**config.mk**
```make
export PLATFORM = sky130hd
export DESIGN_NAME = lin_xcvr_ctrl
export DESIGN_NICKNAME = d
export VERILOG_FILES = /design/src/rtl/lin_ctrl_pkg.sv /design/src/rtl/lin_mode_sel.sv /design/src/rtl/lin_tx_guard.sv /design/src/rtl/lin_wake_filter.sv /design/src/rtl/lin_xcvr_ctrl.sv
export SDC_FILE = /design/constraint.sdc
export NUM_CORES = 1
export LEC_CHECK = 0
export ABC_AREA = 1
export BUFFER_PORTS_ARGS = -buffer_cell sky130_fd_sc_hd__buf_2
export CAP_MARGIN = 0
export CORE_ASPECT_RATIO = 0.7
export CORE_MARGIN = 2
export CORE_UTILIZATION = 30
export CTS_CLUSTER_SIZE = 24
export DETAILED_ROUTE_END_ITERATION = 6
export PLACE_DENSITY = 0.6
export REMOVE_ABC_BUFFERS = 1
export SLEW_MARGIN = 15
export SYNTH_ARGS = -nofsm -noshare
export SYNTH_HDL_FRONTEND = slang
export SYNTH_SLANG_ARGS = --single-unit
```
**constraint.sdc**
```tcl
create_clock -name clk -period 1.45 [get_ports clk]
set_input_delay 0 -clock clk [delete_from_list [all_inputs] [get_ports clk]]
set_output_delay 0 -clock clk [all_outputs]
set_load 0.01 [all_outputs]
```
**src/rtl/lin_ctrl_pkg.sv**
```systemverilog
package lin_ctrl_pkg;

    typedef enum logic [1:0] {
        CM_OFF    = 2'b00,
        CM_LOWPWR = 2'b01,
        CM_ACTIVE = 2'b10,
        CM_HOLD   = 2'b11
    } chan_mode_e;

    typedef enum logic [1:0] {
        TX_REC  = 2'b00,
        TX_DOM  = 2'b01,
        TX_LOCK = 2'b10
    } tx_state_e;

    typedef enum logic [1:0] {
        WK_OFF = 2'b00,
        WK_REC = 2'b01,
        WK_DOM = 2'b10,
        WK_HIT = 2'b11
    } wk_state_e;

endpackage

```
**src/rtl/lin_mode_sel.sv**
```systemverilog
module lin_mode_sel
    import lin_ctrl_pkg::*;
(
    input  logic       clk,
    input  logic       rst_n,
    input  logic [1:0] sys_mode_i,
    input  logic       stby_i,
    input  logic       bat_ok_i,
    output chan_mode_e mode_q
);

    chan_mode_e mode_d;

    // next-state decode
    always_comb begin
        if (stby_i) begin
            mode_d = CM_LOWPWR;
        end else begin
            unique case (sys_mode_i)
                2'b10, 2'b11: mode_d = bat_ok_i ? CM_ACTIVE : CM_HOLD;
                default:      mode_d = CM_OFF;
            endcase
        end
    end

    // state register
    always_ff @(posedge clk or negedge rst_n) begin
        if (!rst_n) mode_q <= CM_OFF;
        else        mode_q <= mode_d;
    end

    AST_MODE_STBY: assert property (@(posedge clk) disable iff (!rst_n)
        stby_i |=> (mode_q == CM_LOWPWR));
    AST_MODE_ACTIVE: assert property (@(posedge clk) disable iff (!rst_n)
        (sys_mode_i[1] && !stby_i && bat_ok_i) |=> (mode_q == CM_ACTIVE));
    AST_MODE_OFF: assert property (@(posedge clk) disable iff (!rst_n)
        (!sys_mode_i[1] && !stby_i) |=> (mode_q == CM_OFF));

endmodule

```
**src/rtl/lin_tx_guard.sv**
```systemverilog
module lin_tx_guard
    import lin_ctrl_pkg::*;
#(
    parameter int TO_TICKS = 8
) (
    input  logic clk,
    input  logic rst_n,
    input  logic tick_i,
    input  logic active_i,
    input  logic txd_i,
    output logic drv_dom_o
);

    localparam int CW = (TO_TICKS > 1) ? $clog2(TO_TICKS) : 1;
    localparam logic [CW-1:0] TO_LAST = CW'(TO_TICKS - 1);

    tx_state_e       st_q, st_d;
    logic [CW-1:0]   cnt_q, cnt_d;

    always_comb begin
        st_d  = st_q;
        cnt_d = cnt_q;
        if (!active_i) begin
            st_d  = TX_REC;
            cnt_d = '0;
        end else begin
            unique case (st_q)
                TX_REC: begin
                    if (!txd_i) begin
                        st_d  = TX_DOM;
                        cnt_d = '0;
                    end
                end
                TX_DOM: begin
                    if (txd_i) begin
                        st_d = TX_REC;
                    end else if (tick_i) begin
                        if (cnt_q == TO_LAST) st_d  = TX_LOCK;
                        else                  cnt_d = cnt_q + 1'b1;
                    end
                end
                TX_LOCK: begin
                    if (txd_i) st_d = TX_REC;
                end
                default: st_d = TX_REC;
            endcase
        end
    end

    // state register
    always_ff @(posedge clk or negedge rst_n) begin
        if (!rst_n) begin
            st_q  <= TX_REC;
            cnt_q <= '0;
        end else begin
            st_q  <= st_d;
            cnt_q <= cnt_d;
        end
    end

    // outputs
    always_comb begin
        drv_dom_o = active_i && !txd_i && (st_q != TX_LOCK);
    end

    AST_TO_BOUND: assert property (@(posedge clk) disable iff (!rst_n)
        (st_q == TX_DOM) |-> (cnt_q <= TO_LAST));
    AST_TIMEOUT_CUT: assert property (@(posedge clk) disable iff (!rst_n)
        (st_q == TX_DOM && active_i && !txd_i && tick_i && cnt_q == TO_LAST)
        |=> !drv_dom_o);
    AST_LOCK_HOLD: assert property (@(posedge clk) disable iff (!rst_n)
        (st_q == TX_LOCK && active_i && !txd_i) |=> (st_q == TX_LOCK));

endmodule

```
**src/rtl/lin_wake_filter.sv**
```systemverilog
module lin_wake_filter
    import lin_ctrl_pkg::*;
#(
    parameter int WAKE_TICKS = 4
) (
    input  logic clk,
    input  logic rst_n,
    input  logic tick_i,
    input  logic lowpwr_i,
    input  logic bus_i,
    input  logic clr_i,
    output logic wake_o
);

    localparam int CW = (WAKE_TICKS > 1) ? $clog2(WAKE_TICKS) : 1;
    localparam logic [CW-1:0] WK_LAST = CW'(WAKE_TICKS - 1);

    wk_state_e     st_q, st_d;
    logic [CW-1:0] cnt_q, cnt_d;
    logic          hit;
    logic          wake_q;

    always_comb begin
        st_d  = st_q;
        cnt_d = cnt_q;
        hit   = 1'b0;
        if (!lowpwr_i) begin
            st_d  = WK_OFF;
            cnt_d = '0;
        end else begin
            unique case (st_q)
                WK_OFF, WK_REC: begin
                    if (!bus_i) begin
                        st_d  = WK_DOM;
                        cnt_d = '0;
                    end else begin
                        st_d = WK_REC;
                    end
                end
                WK_DOM: begin
                    if (bus_i) begin
                        st_d = WK_REC;
                    end else if (tick_i) begin
                        if (cnt_q == WK_LAST) begin
                            st_d = WK_HIT;
                            hit  = 1'b1;
                        end else begin
                            cnt_d = cnt_q + 1'b1;
                        end
                    end
                end
                WK_HIT: begin
                    if (bus_i) st_d = WK_REC;
                end
                default: st_d = WK_OFF;
            endcase
        end
    end

    // state register
    always_ff @(posedge clk or negedge rst_n) begin
        if (!rst_n) begin
            st_q   <= WK_OFF;
            cnt_q  <= '0;
            wake_q <= 1'b0;
        end else begin
            st_q  <= st_d;
            cnt_q <= cnt_d;
            if (hit)        wake_q <= 1'b1;
            else if (clr_i) wake_q <= 1'b0;
        end
    end

    // outputs
    always_comb begin
        wake_o = wake_q;
    end

    AST_WAKE_STICKY: assert property (@(posedge clk) disable iff (!rst_n)
        (wake_o && !clr_i) |=> wake_o);
    AST_WAKE_CLR: assert property (@(posedge clk) disable iff (!rst_n)
        (clr_i && bus_i) |=> !wake_o);
    AST_WAKE_SRC: assert property (@(posedge clk) disable iff (!rst_n)
        $rose(wake_o) |-> $past(lowpwr_i && !bus_i));
    AST_WK_BOUND: assert property (@(posedge clk) disable iff (!rst_n)
        (st_q == WK_DOM) |-> (cnt_q <= WK_LAST));

endmodule

```
**src/rtl/lin_xcvr_ctrl.sv**
```systemverilog
module lin_xcvr_ctrl
    import lin_ctrl_pkg::*;
#(
    parameter int N_CH       = 2,
    parameter int TO_TICKS   = 8,
    parameter int WAKE_TICKS = 4
) (
    input  logic              clk,
    input  logic              rst_n,
    input  logic              tick,
    input  logic [1:0]        sys_mode,
    input  logic              bat_ok,
    input  logic [N_CH-1:0]   stby,
    input  logic [N_CH-1:0]   txd,
    input  logic [N_CH-1:0]   bus_rx,
    input  logic [N_CH-1:0]   wake_clr,
    output logic [N_CH-1:0]   drv_dom,
    output logic [N_CH-1:0]   rxd,
    output logic [N_CH-1:0]   wake,
    output logic [2*N_CH-1:0] xcvr_mode
);

    for (genvar c = 0; c < N_CH; c++) begin : g_ch
        chan_mode_e mode;
        logic       is_active;
        logic       is_lowpwr;

        lin_mode_sel u_mode (
            .clk        (clk),
            .rst_n      (rst_n),
            .sys_mode_i (sys_mode),
            .stby_i     (stby[c]),
            .bat_ok_i   (bat_ok),
            .mode_q     (mode)
        );

        always_comb begin
            is_active = (mode == CM_ACTIVE);
            is_lowpwr = (mode == CM_LOWPWR);
            rxd[c]    = is_active ? bus_rx[c] : 1'b1;
            xcvr_mode[2*c +: 2] = mode;
        end

        lin_tx_guard #(.TO_TICKS(TO_TICKS)) u_tx (
            .clk       (clk),
            .rst_n     (rst_n),
            .tick_i    (tick),
            .active_i  (is_active),
            .txd_i     (txd[c]),
            .drv_dom_o (drv_dom[c])
        );

        lin_wake_filter #(.WAKE_TICKS(WAKE_TICKS)) u_wake (
            .clk      (clk),
            .rst_n    (rst_n),
            .tick_i   (tick),
            .lowpwr_i (is_lowpwr),
            .bus_i    (bus_rx[c]),
            .clr_i    (wake_clr[c]),
            .wake_o   (wake[c])
        );

        AST_DRV_ACTIVE_ONLY: assert property (@(posedge clk) disable iff (!rst_n)
            drv_dom[c] |-> (xcvr_mode[2*c +: 2] == 2'b10));
        AST_HOLD_QUIET: assert property (@(posedge clk) disable iff (!rst_n)
            (xcvr_mode[2*c +: 2] == 2'b11) |-> (!drv_dom[c] && rxd[c]));
    end

endmodule

```
==> impl_metrics.csv, run 1 <==
group,metric,value,unit
yosys,syn_inst,173,
placement,dpl-instance-area,1500,um2
yosys,synth_common_cells,"nand2_1 (54), dfrtp_1 (24), inv_1 (20), nor2_1 (15), nand3_1 (12)",
route,first_pass_iters,4,
sta,max_freq,730,MHz
critical_path,crit_start,"g_ch[0].u_tx.cnt_q[0]$_DFFE_PN0P_",
critical_path,path_class,"reg2reg",
global_routing,first_global_vias,1067,
yosys,synth_ff_type,"dfrtp_1",
yosys,yosys_warnings,0,
sta,tightestPinTransition,0.540,ns
sta,finalSetupViolCount,0,
route,avgViaCountPerCell,4.43,
clock_network,clk_latency,0.26,ns
pwr,peakVddDrop,0.000539,V
yosys,synth_top_area_cell,"dfrtp_1",
finish,regArea,601,um2
route,postRouteAntennaNets,0,
critical_path,start_kind,"register",
route,drtIter0Drc,83,
critical_path,crit_required,1.60,ns
finish,finalNetCount,227,
sta,slew_headroom,64.0,%
die,coreArea,4330,um2
critical_path,crit_fanout,3,
pwr,power-per-cell-area,749,nW/um2
worst_hold_path,hold_class,"in2reg",
pwr,cellLeakagePower,0.859,nW
global_routing,grt_first_pass_wirelength,4.71,mm
yosys,ys_seq_elements,24,
yosys,synth_top_cell_area_share,44.3,%
route,remaining_drc_errors,0,
global_routing,grt_max_degree,25,
finish,post-route-util,38.3,%
critical_path,crit_arrival,1.52,ns
yosys,yosysUniqueCellTypes,21,
critical_path,endpoint,"g_ch[0].u_tx.cnt_q[1]$_DFFE_PN0P_",
yosys,seq_area_frac_synth,44.3,%
die,die_width,84.3,um
route,routed_wl,2.61,mm
sta,whs,0.0254,ns
critical_path,r2r_cells,8,
global_routing,grt.total_usage,11.8,%
yosys,synth.avg_cell_area,7.83,um2
die,die_h,60.2,um
clock_network,clockBufferDepth,2,
global_routing,antenna_found_initial,0,
finish,fill_cells,456,
die,dieArea,5080,um2
critical_path,regToRegEndpoint,"g_ch[0].u_tx.cnt_q[1]$_DFFE_PN0P_",
worst_hold_path,hp-start,"sys_mode[1]",
finish,area_delta_synth_final,22.3,%
yosys,async_flop_share,100,%
outcome,status,"completed",
critical_path,endpoint_kind,"register",
placement,port_buffers,22,
die,start_util,31.3,%
global_routing,overflow,0,
placement,dp_hpwl,1.96,mm
sta,period_needed,1.37,ns
critical_path,regToRegStartpoint,"g_ch[0].u_tx.cnt_q[0]$_DFFE_PN0P_",
clock_network,cts_tree,"yes",
clock_network,path_clk_slew,0.08,ns
critical_path,reg2reg_slack,0.08,ns
yosys,synth.area.top_cells,"dfrtp_1 (44%), nand2_1 (15%), ha_1 (5.5%)",
clock_network,numClockSinks,24,
sta,maxSlewViolCount,0,
sta,min_period_over_period,94.4,%
yosys,syn-cell-area,1360,um2
yosys,yosysMostFrequentCell,"nand2_1",
clock_network,htree_levels,1,
job,maxCapViolations,0,
placement,placed_cells,246,
finish,drive_above_1_share,21.0,%
finish,final_cells,260,
clock_network,cts_root_buf,"clkbuf_8",
placement,globalplace.congestion,0.797,
finish,fin_area,1660,um2
sta,setup_tns,0,ns
die,num_rows,20,
yosys,synth_edf_count,0,
finish,antennaDiodeCount,0,
die,boundaryPins,24,
sta,fin_skew,0.00342,ns
clock_network,cts_made_buffers,3,
sta,hold_viol,0,
route,routedWlPerCell,10.0,um
finish,multi_input_area,643,um2
route,vias,1152,
## cell families after synthesis
kind of cell             after synthesis  share of synthesized area [%]
flip-flops                            24                           44.3
AND/OR/NAND/NOR                      100                           34.7
adder cells (fa/ha/maj)                6                           5.54
buffers and inverters                 27                           8.59
AO/OA/AOI/OAI                         16                           6.83
## final cells by class
| type | instances | share of cell area, % |
|---|---|---|
| Tap cell | 55 | 4.15 |
| Sequential cell | 24 | 36.2 |
| Inverter | 23 | 5.21 |
| Clock buffer | 3 | 2.49 |
| Timing Repair Buffer | 33 | 13.1 |
| Multi-Input combinational cell | 122 | 38.8 |
## state kept, by name, indices dropped and copies added (netlist names)
| signal | count |
|---|---|
| g_ch.u_wake.cnt_q | 4 |
| g_ch.u_wake.wake_o | 2 |
| g_ch.u_tx.st_q | 4 |
| g_ch.u_tx.cnt_q | 6 |
| g_ch.u_mode.mode_q | 4 |
| g_ch.u_wake.st_q | 4 |
## per-layer routing
metal	up-vias	track usage (%)	share of wire (%)
met2	27	18.5	42
met4	0	3.40	0.54
met1	509	16.2	53
li1	614	-	-
met5	-	0	0
met3	2	3.45	4.1
## per-stage QoR
stage          total power, mW  setup slack [ns]
2_1_floorplan            0.800             0.122
3_3_place_gp             0.863            0.0466
3_5_place_dp             0.863            0.0131
4_1_cts                   1.27            0.0244
5_1_grt                   1.33           -0.0160
6_report                  1.24            0.0810
## cells in the final DEF (no fill, tap or decap), types with 4 or more instances in the layout
master / synthesis / layout
nor2_2: 6 / 6
nor2_1: 15 / 15
nand4_1: 4 / 4
o21ai_1: 4 / 4
dlygate4sd3_1: 0 / 10
nand3_1: 12 / 11
inv_1: 20 / 20
nand2_1: 54 / 54
buf_2: 0 / 22
ha_1: 6 / 6
dfrtp_1: 24 / 24
o21ai_0: 6 / 6
## how the worst min path moves through the flow
stage | end | cells after the start
2_1_floorplan | g_ch[0].u_mode.mode_q[0]$_DFF_PN0_ | 0
3_3_place_gp | g_ch[1].u_tx.st_q[1]$_DFFE_PN0P_ | 1
3_5_place_dp | g_ch[1].u_tx.st_q[1]$_DFFE_PN0P_ | 1
4_1_cts | g_ch[1].u_tx.st_q[1]$_DFFE_PN0P_ | 4
5_1_grt | g_ch[1].u_mode.mode_q[0]$_DFF_PN0_ | 3
6_report | g_ch[1].u_mode.mode_q[0]$_DFF_PN0_ | 3
## critical path: stages, from the launching register on
cell     delay [ns]
dfrtp_1        0.39
ha_1           0.20
ha_1           0.17
nand2_1        0.10
nand3_2        0.12
nor2_2         0.12
nor2_2         0.06
nand2_1        0.06
nand2_1        0.05
## power breakdown
part / internal [mW] / leakage [nW] / switching, mW
clock network: 0.185 / 0.0216 / 0.187
logic: 0.0659 / 0.516 / 0.0977
registers: 0.689 / 0.322 / 0.0180
total: 0.940 / 0.859 / 0.302
## repair_timing
action                                 in CTS  in global routing
gates cloned                                0                  0
setup buffers                               0                  1
setup endpoints to repair                   1                  3
endpoints found under the hold margin      32                  0
hold buffers                               10                  0
pin swaps                                   1                  1
resized for setup                           0                  1
Power figures use the tool's default switching activity.
==> run 2, diff against run 1 <==
--- a/config.mk
+++ b/config.mk
@@ -5,16 +5,18 @@
 export SDC_FILE = /design/constraint.sdc
 export NUM_CORES = 1
 export LEC_CHECK = 0
-export ABC_AREA = 1
+export ABC_AREA = 0
 export BUFFER_PORTS_ARGS = -buffer_cell sky130_fd_sc_hd__buf_2
 export CAP_MARGIN = 0
 export CORE_ASPECT_RATIO = 0.7
 export CORE_MARGIN = 2
 export CORE_UTILIZATION = 30
+export CTS_CLUSTER_DIAMETER = 120
 export CTS_CLUSTER_SIZE = 24
 export DETAILED_ROUTE_END_ITERATION = 6
-export PLACE_DENSITY = 0.6
+export PLACE_DENSITY = 0.61
 export REMOVE_ABC_BUFFERS = 1
+export SKIP_LAST_GASP = 1
 export SLEW_MARGIN = 15
 export SYNTH_ARGS = -nofsm -noshare
 export SYNTH_HDL_FRONTEND = slang
==> run 2 against run 1 <==
Flip-flop and latch count did not move. Critical path depth fell by 4. Sequential power barely moved. Largest cell class unchanged. The flow now finishes with violations (setup timing). Non-clock buffer count rose by 18. Clock power rose by 3%. Maximum frequency fell by 17%. Final cell count fell by 16%.
==> impl_metrics.csv, run 2 <==
group,metric,value,unit
critical_path,r2r_cells,4,
sta,min_period_over_period,114,%
clock_network,clk_latency,0.26,ns
placement,dp_hpwl,1.93,mm
clock_network,cts_tree,"yes",
die,coreArea,3950,um2
yosys,yosys.area_share.simple,28.5,%
yosys,synth_top_area_cell,"dfrtp_1",
worst_hold_path,hold_class,"in2reg",
global_routing,top_usage_layer,"met2",
sta,maxSlewViolCount,0,
critical_path,reg2reg_slack,-0.20,ns
yosys,synth.area.top_cells,"dfrtp_1 (48%), ha_1 (6.1%), nand2b_1 (5.6%)",
sta,whs,0.0254,ns
finish,final_cell_mix,"dfrtp_1 (24), buf_2 (22), buf_4 (18)",
global_routing,grt_max_degree,25,
pwr,cellLeakagePower,0.787,nW
pwr,swShare,23.3,%
critical_path,crit_required,1.64,ns
outcome,violations,"setup timing",
sta,fin_skew,0.00475,ns
placement,port_buffers,22,
yosys,ys_seq_elements,24,
finish,final_common_cell,"dfrtp_1",
yosys,synth_ff_type,"dfrtp_1",
yosys,syn_inst,119,
yosys,yosysUniqueCellTypes,30,
sta,timing.final.ws_setup,-0.204,ns
finish,area_delta_synth_final,39.3,%
global_routing,overflow,0,
finish,largest_reg_flops,6,
critical_path,crit_chain,"ha_2 -> or3b_4 -> or4b_1 -> a31oi_1",
pwr,power_frac_comb,13.2,%
critical_path,regToRegEndpoint,"g_ch[0].u_wake.cnt_q[0]$_DFFE_PN0P_",
global_routing,grt_first_pass_wirelength,4.66,mm
clock_network,path_clk_slew,0.08,ns
critical_path,path_class,"reg2reg",
yosys,synth_top_family_by_area,"simple AND/OR/NAND/NOR gates",
route,postRouteAntennaNets,0,
critical_path,regToRegStartpoint,"g_ch[0].u_wake.cnt_q[0]$_DFFE_PN0P_",
die,num_rows,19,
finish,fin_area,1730,um2
critical_path,endpoint_kind,"register",
finish,finalNetCount,189,
yosys,yosysMostFrequentCell,"dfrtp_1",
outcome,status,"finished with violations",
critical_path,max_stage_delay,0.47,ns
sta,period_needed,1.65,ns
global_routing,use_met1,16.4,%
pwr,power-per-cell-area,725,nW/um2
route,routed_wl,2.74,mm
yosys,synth-compound-area-share,7.58,%
yosys,synth_edf_count,0,
placement,globalplace.congestion,0.776,
global_routing,gr-usage-met2,22.6,%
pwr,sequentialPowerShare,56.3,%
die,boundaryPins,24,
clock_network,clockBufferDepth,2,
critical_path,slowest_stage,"or4b_1",
finish,top_register,"g_ch.u_tx.cnt_q",
finish,drive_above_1_share,34.7,%
yosys,synth_common_cells,"dfrtp_1 (24), nand2_1 (13), nand2b_1 (11), nor2b_1 (7)",
die,die_h,57.8,um
finish,antennaDiodeCount,0,
critical_path,crit_fanout,2,
global_routing,antenna_found_initial,0,
sta,finalSetupViolCount,8,
pwr,power_switching,0.291,mW
global_routing,grt.total_usage,13.0,%
yosys,seq_area_frac_synth,48.5,%
placement,placed_cells,201,
route,first_pass_iters,4,
route,drtIter0Drc,34,
route,remaining_drc_errors,0,
yosys,synth.avg_cell_area,10.4,um2
route,routedWlPerCell,12.5,um
clock_network,htree_levels,1,
sta,hold_viol,0,
yosys,synthMuxAreaShare,4.85,%
critical_path,crit_buf_inv,0,
pwr,clkPwrFrac,30.5,%
die,dieArea,4670,um2
global_routing,first_global_vias,1042,
clock_network,cts_made_buffers,3,
yosys,synthAdderAreaFrac,6.06,%
clock_network,numClockSinks,24,
pwr,power,1.25,mW
clock_network,cts_root_buf,"clkbuf_8",
sta,slew_headroom,64.3,%
yosys,syn-cell-area,1240,um2
route,avgViaCountPerCell,4.78,
yosys,synth_top_cell_area_share,48.5,%
pwr,p_int,0.960,mW
worst_hold_path,hp-start,"bat_ok",
sta,max_freq,604,MHz
job,maxCapViolations,0,
yosys,yosys_warnings,0,
pwr,peakVddDrop,0.000552,V
critical_path,crit_arrival,1.84,ns
sta,rsz0062_at_grt,"yes",
die,die_width,80.8,um
critical_path,crit_family,"simple AND/OR/NAND/NOR gates",
finish,final_cells,219,
sta,tightestPinTransition,0.536,ns
critical_path,start_kind,"register",
global_routing,met3_usage,2.80,%
die,start_util,31.4,%
sta,setup_tns,-1.16,ns
yosys,async_flop_share,100,%
worst_hold_path,whs_endpoint,"g_ch[1].u_mode.mode_q[0]$_DFF_PN0_",
placement,dpl-instance-area,1470,um2
route,vias,1046,
worst_hold_path,holdPathStages,3,
yosys,synthXorXnorAreaFrac,0,%
## run 2: worst max-delay path by stage
stage / start / to / depth (start not counted)
after floorplan: g_ch[1].u_tx.cnt_q[0]$_DFFE_PN0P_ / g_ch[1].u_tx.cnt_q[0]$_DFFE_PN0P_ / 5
after global placement: g_ch[0].u_wake.cnt_q[0]$_DFFE_PN0P_ / g_ch[0].u_wake.cnt_q[0]$_DFFE_PN0P_ / 4
after detailed placement: g_ch[0].u_wake.cnt_q[0]$_DFFE_PN0P_ / g_ch[0].u_wake.cnt_q[0]$_DFFE_PN0P_ / 4
after CTS: g_ch[0].u_wake.cnt_q[0]$_DFFE_PN0P_ / g_ch[0].u_wake.cnt_q[0]$_DFFE_PN0P_ / 4
after global routing: g_ch[0].u_wake.cnt_q[0]$_DFFE_PN0P_ / g_ch[0].u_wake.cnt_q[0]$_DFFE_PN0P_ / 4
final: g_ch[0].u_wake.cnt_q[0]$_DFFE_PN0P_ / g_ch[0].u_wake.cnt_q[0]$_DFFE_PN0P_ / 4
## run 2: layer usage
metal / share of wire [%] / up-vias
li1: - / 513
met4: 0.99 / 0
met1: 46 / 513
met5: 0 / -
met3: 2.7 / 2
met2: 50 / 18
## run 2: repair_timing
item,in CTS,in global routing
buffers inserted,2,2
setup endpoints to repair,10,9
hold buffers,11,0
hold endpoints to repair,34,0
pin swaps,8,0
resized for setup,10,4
## run 2: metrics by stage
step | util, % | setup WS [ns]
floorplan | - | -0.285
global placement | 37.3 | -0.191
detailed placement | 37.3 | -0.261
CTS | 42.6 | -0.211
global route | 43.7 | -0.257
finish | 43.7 | -0.204
## run 2: kinds of logic after synthesis
| logic type | count (synthesis) |
|---|---|
| fa+ha+maj | 6 |
| simple gates | 60 |
| flops | 24 |
| mux | 6 |
| compound gates | 14 |
| buf+inv | 9 |
## run 2: power groups by stage
| stage | Sequential [mW] | Clock (mW) | Combinational, mW |
|---|---|---|---|
| finish | 0.704 | 0.382 | 0.165 |
| floorplan | 0.715 | 0 | 0.0549 |
| detailed placement | 0.715 | 0 | 0.135 |
| CTS | 0.703 | 0.406 | 0.162 |
| global route | 0.706 | 0.426 | 0.184 |
| global placement | 0.714 | 0 | 0.129 |
## run 2: cell type report
cell class / instances / area [um2]
well taps: 52 / 65.1
fillers: 391 / 2220
clock buffers: 3 / 41.3
repair buffers: 51 / 355
multi-input cells: 86 / 652
flip-flops and latches: 24 / 601
inverters: 3 / 11.3
## run 2: tightest hold or removal path: stages
cell and delay (ns):
buf_2 0.07, nand2b_1 0.11, nand2b_1 0.06
